**config.mk**
```make
export PLATFORM = sky130hd
export DESIGN_NAME = i2c_wedge_injector
export DESIGN_NICKNAME = d
export VERILOG_FILES = /design/src/rtl/wedge_pkg.sv /design/src/rtl/wedge_sync.sv /design/src/rtl/wedge_timer.sv /design/src/rtl/wedge_step_gen.sv /design/src/rtl/i2c_wedge_injector.sv
export SDC_FILE = /design/constraint.sdc
export NUM_CORES = 1
export LEC_CHECK = 0
export ABC_AREA = 0
export BUFFER_PORTS_ARGS = -buffer_cell sky130_fd_sc_hd__buf_4
export CORE_MARGIN = 2
export CORE_UTILIZATION = 29
export DETAILED_ROUTE_END_ITERATION = 7
export GPL_ROUTABILITY_DRIVEN = 1
export HOLD_SLACK_MARGIN = 0.03
export SLEW_MARGIN = 10
export SYNTH_ARGS = -nofsm -noshare
export SYNTH_HDL_FRONTEND = slang
export SYNTH_SLANG_ARGS = --single-unit
```
**constraint.sdc**
```tcl
create_clock -name clk -period 3.35 [get_ports clk]
set_input_delay 0.1675 -clock clk [delete_from_list [all_inputs] [get_ports clk]]
set_output_delay 0.1675 -clock clk [all_outputs]
set_load 0.02 [all_outputs]
```
**src/rtl/wedge_pkg.sv**
```systemverilog
package wedge_pkg;

    localparam int BYTE_BITS = 8;

    typedef enum logic [1:0] {
        MODE_ACK   = 2'd0,
        MODE_READ  = 2'd1,
        MODE_WRITE = 2'd2,
        MODE_RSVD  = 2'd3
    } wedge_mode_e;

    typedef enum logic [1:0] {
        OP_START = 2'd0,
        OP_OUT   = 2'd1,
        OP_IN    = 2'd2,
        OP_PARK  = 2'd3
    } wedge_op_e;

    typedef enum logic [2:0] {
        ST_IDLE,
        ST_FETCH,
        ST_SDA_SET,
        ST_SCL_REL,
        ST_SCL_HOLD,
        ST_SDA_FALL,
        ST_SCL_LOW,
        ST_WEDGED
    } wedge_state_e;

    typedef struct packed {
        wedge_op_e op;
        logic      bit_val;
    } wedge_step_t;

endpackage

```
**src/rtl/wedge_sync.sv**
```systemverilog
module wedge_sync #(
    parameter int   STAGES  = 2,
    parameter logic RST_VAL = 1'b1
) (
    input  logic clk,
    input  logic rst_n,
    input  logic d,
    output logic q
);
    logic [STAGES-1:0] sh;

    generate
        if (STAGES == 1) begin : g_one
            always_ff @(posedge clk or negedge rst_n) begin
                if (!rst_n) sh <= {STAGES{RST_VAL}};
                else        sh <= d;
            end
        end else begin : g_chain
            always_ff @(posedge clk or negedge rst_n) begin
                if (!rst_n) sh <= {STAGES{RST_VAL}};
                else        sh <= {sh[STAGES-2:0], d};
            end
        end
    endgenerate

    assign q = sh[STAGES-1];
endmodule

```
**src/rtl/wedge_timer.sv**
```systemverilog
module wedge_timer #(
    parameter int CNT_W = 8
) (
    input  logic             clk,
    input  logic             rst_n,
    input  logic             load,
    input  logic [CNT_W-1:0] load_val,
    output logic             expired
);
    logic [CNT_W-1:0] cnt;

    always_ff @(posedge clk or negedge rst_n) begin
        if (!rst_n)             cnt <= '0;
        else if (load)          cnt <= load_val;
        else if (cnt != '0)     cnt <= cnt - 1'b1;
    end

    assign expired = (cnt == '0);
endmodule

```
**src/rtl/wedge_step_gen.sv**
```systemverilog
module wedge_step_gen
    import wedge_pkg::*;
#(
    parameter int IDX_W = 6
) (
    input  wedge_mode_e      mode,
    input  logic [6:0]       addr,
    input  logic [7:0]       regb,
    input  logic [3:0]       nbits,
    input  logic [IDX_W-1:0] idx,
    output wedge_step_t      step
);
    function automatic logic pick(input logic [7:0] b, input logic [2:0] pos);
        return b[3'd7 - pos];
    endfunction

    logic [7:0] wbyte;
    logic [7:0] rbyte;
    int         i;
    int         n;

    assign wbyte = {addr, 1'b0};
    assign rbyte = {addr, 1'b1};

    always_comb begin
        i    = int'(idx);
        n    = int'(nbits);
        step = '{op: OP_PARK, bit_val: 1'b1};
        if (i == 0) begin
            step = '{op: OP_START, bit_val: 1'b1};
        end else if (i <= 8) begin
            step = '{op: OP_OUT, bit_val: pick(wbyte, 3'(i - 1))};
        end else begin
            unique case (mode)
                MODE_WRITE: begin
                    if (i == 9)
                        step = '{op: OP_IN, bit_val: 1'b1};
                    else if (i - 10 < n)
                        step = '{op: OP_OUT, bit_val: pick(regb, 3'(i - 10))};
                end
                MODE_READ: begin
                    if (i == 9 || i == 18 || i == 28)
                        step = '{op: OP_IN, bit_val: 1'b1};
                    else if (i <= 17)
                        step = '{op: OP_OUT, bit_val: pick(regb, 3'(i - 10))};
                    else if (i == 19)
                        step = '{op: OP_START, bit_val: 1'b1};
                    else if (i <= 27)
                        step = '{op: OP_OUT, bit_val: pick(rbyte, 3'(i - 20))};
                    else if (i - 29 < n)
                        step = '{op: OP_IN, bit_val: 1'b1};
                end
                default: step = '{op: OP_PARK, bit_val: 1'b1};
            endcase
        end
    end
endmodule

```
**src/rtl/i2c_wedge_injector.sv**
```systemverilog
module i2c_wedge_injector
    import wedge_pkg::*;
#(
    parameter int SETTLE_CLKS  = 8,
    parameter int STRETCH_CLKS = 2000,
    parameter int SYNC_STAGES  = 2
) (
    input  logic       clk,
    input  logic       rst_n,
    input  logic       cmd_valid,
    input  logic [1:0] cmd_mode,
    input  logic [6:0] cmd_addr,
    input  logic [7:0] cmd_reg,
    input  logic [3:0] cmd_bits,
    input  logic       cmd_clear,
    input  logic       scl_i,
    input  logic       sda_i,
    output logic       scl_oe,
    output logic       sda_oe,
    output logic       busy,
    output logic       wedged,
    output logic       stretch_timeout,
    output logic       final_scl,
    output logic       final_sda
);
    localparam int MAX_WAIT  = (STRETCH_CLKS > SETTLE_CLKS) ? STRETCH_CLKS : SETTLE_CLKS;
    localparam int CNT_W     = $clog2(MAX_WAIT + 1);
    localparam int MAX_STEPS = 30 + BYTE_BITS;
    localparam int IDX_W     = $clog2(MAX_STEPS + 1);
    localparam logic [CNT_W-1:0] SETTLE_V  = CNT_W'(SETTLE_CLKS);
    localparam logic [CNT_W-1:0] STRETCH_V = CNT_W'(STRETCH_CLKS);

    wedge_state_e     state, nxt;
    wedge_mode_e      mode_q;
    logic [6:0]       addr_q;
    logic [7:0]       reg_q;
    logic [3:0]       nbits_q;
    logic [IDX_W-1:0] idx;
    wedge_step_t      op_q;
    wedge_step_t      step;
    logic             timeout_q, fin_scl_q, fin_sda_q;
    logic             scl_s, sda_s;
    logic             tmr_load, tmr_expired;
    logic [CNT_W-1:0] tmr_val;
    logic             cmd_go;

    wedge_sync #(.STAGES(SYNC_STAGES), .RST_VAL(1'b1)) u_scl_sync (
        .clk(clk), .rst_n(rst_n), .d(scl_i), .q(scl_s));
    wedge_sync #(.STAGES(SYNC_STAGES), .RST_VAL(1'b1)) u_sda_sync (
        .clk(clk), .rst_n(rst_n), .d(sda_i), .q(sda_s));

    wedge_timer #(.CNT_W(CNT_W)) u_timer (
        .clk(clk), .rst_n(rst_n), .load(tmr_load),
        .load_val(tmr_val), .expired(tmr_expired));

    wedge_step_gen #(.IDX_W(IDX_W)) u_steps (
        .mode(mode_q), .addr(addr_q), .regb(reg_q),
        .nbits(nbits_q), .idx(idx), .step(step));

    assign cmd_go = cmd_valid && (cmd_mode != MODE_RSVD);

    // next-state decode
    always_comb begin
        nxt      = state;
        tmr_load = 1'b0;
        tmr_val  = SETTLE_V;
        unique case (state)
            ST_IDLE: begin
                if (cmd_go) nxt = ST_FETCH;
            end
            ST_FETCH: begin
                nxt      = ST_SDA_SET;
                tmr_load = 1'b1;
            end
            ST_SDA_SET: begin
                if (tmr_expired) begin
                    nxt      = ST_SCL_REL;
                    tmr_load = 1'b1;
                    tmr_val  = STRETCH_V;
                end
            end
            ST_SCL_REL: begin
                if (scl_s) begin
                    if (op_q.op == OP_PARK) begin
                        nxt = ST_WEDGED;
                    end else begin
                        nxt      = ST_SCL_HOLD;
                        tmr_load = 1'b1;
                    end
                end else if (tmr_expired) begin
                    nxt = ST_WEDGED;
                end
            end
            ST_SCL_HOLD: begin
                if (tmr_expired) begin
                    if (op_q.op == OP_START) begin
                        nxt      = ST_SDA_FALL;
                        tmr_load = 1'b1;
                    end else begin
                        nxt = ST_SCL_LOW;
                    end
                end
            end
            ST_SDA_FALL: begin
                if (tmr_expired) nxt = ST_SCL_LOW;
            end
            ST_SCL_LOW: begin
                nxt = ST_FETCH;
            end
            ST_WEDGED: begin
                if (cmd_clear) nxt = ST_IDLE;
            end
        endcase
    end

    // state register and sequence context
    always_ff @(posedge clk or negedge rst_n) begin
        if (!rst_n) begin
            state     <= ST_IDLE;
            mode_q    <= MODE_ACK;
            addr_q    <= '0;
            reg_q     <= '0;
            nbits_q   <= '0;
            idx       <= '0;
            op_q      <= '{op: OP_PARK, bit_val: 1'b1};
            timeout_q <= 1'b0;
            fin_scl_q <= 1'b0;
            fin_sda_q <= 1'b0;
        end else begin
            state <= nxt;
            if (state == ST_IDLE && cmd_go) begin
                mode_q  <= wedge_mode_e'(cmd_mode);
                addr_q  <= cmd_addr;
                reg_q   <= cmd_reg;
                nbits_q <= (cmd_bits > 4'd8) ? 4'd8 : cmd_bits;
                idx     <= '0;
            end
            if (state == ST_FETCH)  op_q <= step;
            if (state == ST_SCL_LOW) idx <= idx + 1'b1;
            if (nxt == ST_WEDGED && state != ST_WEDGED) begin
                fin_scl_q <= scl_s;
                fin_sda_q <= sda_s;
                timeout_q <= !scl_s;
            end
            if (state == ST_WEDGED && nxt == ST_IDLE) begin
                fin_scl_q <= 1'b0;
                fin_sda_q <= 1'b0;
                timeout_q <= 1'b0;
            end
        end
    end

    // line drivers, registered from the next state
    always_ff @(posedge clk or negedge rst_n) begin
        if (!rst_n) begin
            scl_oe <= 1'b0;
            sda_oe <= 1'b0;
        end else begin
            unique case (nxt)
                ST_IDLE, ST_WEDGED: begin
                    scl_oe <= 1'b0;
                    sda_oe <= 1'b0;
                end
                ST_SDA_SET: begin
                    if (state == ST_FETCH)
                        sda_oe <= (step.op == OP_OUT) ? !step.bit_val : 1'b0;
                end
                ST_SCL_REL:  scl_oe <= 1'b0;
                ST_SDA_FALL: sda_oe <= 1'b1;
                ST_SCL_LOW:  scl_oe <= 1'b1;
                default: begin
                    scl_oe <= scl_oe;
                    sda_oe <= sda_oe;
                end
            endcase
        end
    end

    assign busy            = (state != ST_IDLE) && (state != ST_WEDGED);
    assign wedged          = (state == ST_WEDGED);
    assign stretch_timeout = timeout_q;
    assign final_scl       = fin_scl_q;
    assign final_sda       = fin_sda_q;
endmodule

```
==> flow_metrics.py <==
metrics = {
    "clocking": {
        "insertion_delay_ps": 310,
        "clock_sinks": 52,
        "cts.clk_slew.worst_paths_ps": 100,
        "tritoncts": "done",
        "htreeDepth": 2,
        "clock-root-buffer": "clkbuf_8",
        "cts_setup_buffers": 0,
        "cts.path.max_buffers": 2,
        "numCtsBuffers": 5,
    },
    "sta": {
        "worst_slack_ps": 765,
        "tightest_slew_ps": 649,
        "period_needed_ps": 2590,
        "rsz0062_at_grt": "false",
        "fin_skew_ps": 7.82,
        "fmax_mhz": 387,
        "period_share_pct": 77.2,
        "final_hold_viol_count": 0,
        "tns_ps": 0,
        "setup_violations": 0,
        "timing.hold.ws_ps": 46.0,
        "final_max_slew_viol_count": 0,
        "slew_headroom_pct": 56.7,
    },
    "layout": {
        "multi_input_area_mm2": 0.00180,
        "layout_common_cells": "nand2_1 (72), dfrtp_1 (46), buf_4 (38), nor2_1 (31), o21ai_0 (23)",
        "final_layout_size_suffix_gt1_share_pct": 17.6,
        "layout_commonest_cell": "nand2_1",
        "nets": 442,
        "fillers": 1104,
        "diodes": 0,
        "regArea_mm2": 0.00131,
        "postLayoutCellArea_mm2": 0.00378,
        "syn_to_final_growth_pct": 16.4,
    },
    "placed_design": {
        "numPortBuffers": 33,
        "place_hpwl_mm": 5.32,
        "place_area_mm2": 0.00364,
        "place_congestion": 0.867,
        "post-place-ws_ps": 785,
    },
    "grt": {
        "grt_start_max_net_pins": 53,
        "gr-total-overflow": 0,
        "grt_pass1_wl_mm": 12.7,
        "antenna_found_initial": 0,
        "grt_usage_pct": 13.0,
        "grt_pass1_vias": 2707,
    },
    "setup_path": {
        "worst_ep_arrival_time_ps": 2810,
        "path_max_fanout": 7,
        "crit_chain": "inv_1 > ha_1 > inv_1 > ha_1 > a211oi_1 > a21oi_1 > and3b_1 > o22ai_1 > or3b_1 > a211oi_2",
        "cp-end-kind": "flip-flop",
        "r2r_end": "sda_oe$_DFFE_PN0P_",
        "cp.depth": 10,
        "required_ps": 3580,
        "cp-startpoint": "idx[1]$_DFFE_PN0P_",
        "path_buf_inv": 2,
        "crit_slowest_cell": "dfrtp_1",
        "r2r_setup_slack_ps": 760,
        "r2r-start": "idx[1]$_DFFE_PN0P_",
        "cpPeakStageDelay_ps": 390,
        "critPathCapture": "sda_oe$_DFFE_PN0P_",
        "startpoint_type": "flip-flop",
        "critPathKind": "flip-flop to flip-flop",
        "r2r_cells": 10,
        "crit_family": "simple AND/OR/NAND/NOR gates",
    },
    "floorplanning": {
        "die_area_mm2": 0.0121,
        "core_mm2": 0.0109,
        "rows": 38,
        "die_x_um": 110,
        "initial_core_util_pct": 29.8,
        "num_io_pins": 34,
        "die_h_um": 110,
    },
    "yosys": {
        "synthCells": 366,
        "ys_warn_count": 0,
        "ys_ff_latch": 52,
        "yosys.cell_types.count": 60,
        "syn-num-nets": 411,
        "synth_edf_count": 0,
        "ys_seq_area_share_pct": 40.3,
        "ys.flop_type": "dfrtp_1",
        "async_flop_share_pct": 100,
        "postSynthAreaPerCell_um2": 8.88,
        "synth_area_mm2": 0.00325,
    },
    "drt": {
        "ant_nets": 0,
        "wire_per_inst_um": 13.3,
        "vias": 2707,
        "remaining_drc_errors": 0,
        "drtIter0Drc": 192,
        "routed_wl_mm": 7.18,
        "firstDrtPassIters": 5,
        "vias_per_cell": 5.03,
    },
    "pwr": {
        "p_leak_nw": 1.73,
        "ir_drop_v": 0.000288,
        "power_density_mw_per_mm2": 794,
        "total_power_mw": 3.00,
    },
    "worst_hold_path": {
        "hold_class": "input pin to flip-flop",
    },
    "job": {
        "cap_viol_max_count": 0,
    },
    "status": {
        "status": "completed",
    },
}
-- registers in the layout, indices dropped and copies added, names as in the netlist, 2 cells and up --
register	flops
u_timer.cnt	11
u_sda_sync.sh	2
op_q	2
nbits_q	4
addr_q	7
reg_q	8
state	3
mode_q	2
u_scl_sync.sh	2
idx	6
-- cell usage after synthesis, types with 6 or more instances --
cell type	instances	share of area [%]
nor2_1	31	3.6
inv_1	16	1.8
a21o_1	6	1.4
clkbuf_1	12	1.4
dfstp_2	6	4.9
ha_1	18	6.9
nand2_1	72	8.3
a21oi_1	12	1.8
o21ai_0	23	3.5
dfrtp_1	46	35
nand3_1	14	2.2
xnor2_1	8	2.2
-- through the flow --
step,cells,utilization [%]
finish,538,34.7
CTS,538,34.7
detailed placement,527,33.4
floorplan,366,-
global route,538,34.7
global placement,527,33.4
-- layout make-up --
cell class              count  share of cell area [%]
well taps                 140                    4.63
multi-input cells         280                    47.7
flip-flops and latches     52                    34.6
inverters                  17                    1.69
clock inverters             3                    1.22
repair buffers             41                    8.34
clock buffers               5                    1.82
-- per-layer routing --
metal  GRT usage (%)  vias up  share of wire, %
met5               0        -                 0
met4            4.88        0               1.3
met3            1.66        7               3.4
met2            21.0       51                48
met1            17.7     1302                47
li1                -     1347                 -
-- worst min-delay path by stage --
stage	start	endpoint	slack (ps)	cells past startpoint
2_1_floorplan	rst_n	addr_q[0]$_DFFE_PN0P_	-130	0
3_3_place_gp	rst_n	addr_q[0]$_DFFE_PN0P_	240	1
3_5_place_dp	rst_n	idx[0]$_DFFE_PN0P_	250	1
4_1_cts	cmd_addr[2]	addr_q[2]$_DFFE_PN0P_	40	3
5_1_grt	cmd_addr[3]	addr_q[3]$_DFFE_PN0P_	40	3
6_report	cmd_addr[2]	addr_q[2]$_DFFE_PN0P_	50	3
-- power by group --
part	switching [mW]	internal [mW]	leakage [nW]
registers	0.206	0.857	0.653
clock network	0.217	0.225	0.0548
logic	0.838	0.661	1.02
total	1.26	1.74	1.73
-- kinds of logic after synthesis --
group | Yosys count | synth area share, %
flip-flops | 52 | 40.3
buffers and inverters | 34 | 4.31
AO/OA/AOI/OAI | 75 | 15.6
multiplexers | 10 | 4.70
XOR/XNOR | 13 | 3.50
AND/OR/NAND/NOR | 164 | 24.6
adder cells (fa/ha/maj) | 18 | 6.93
-- worst min-delay path, cell delays in order --
cell and delay [ps]:
buf_4 70, nand2_1 40, nand2_1 40
-- repair_timing --
| action | 4_1_cts | 5_1_grt |
|---|---|---|
| resized for setup | 0 | 0 |
| hold buffers | 3 | 0 |
| hold endpoints to repair | 48 | 0 |
Note: power is estimated with default switching activity, not from simulation.
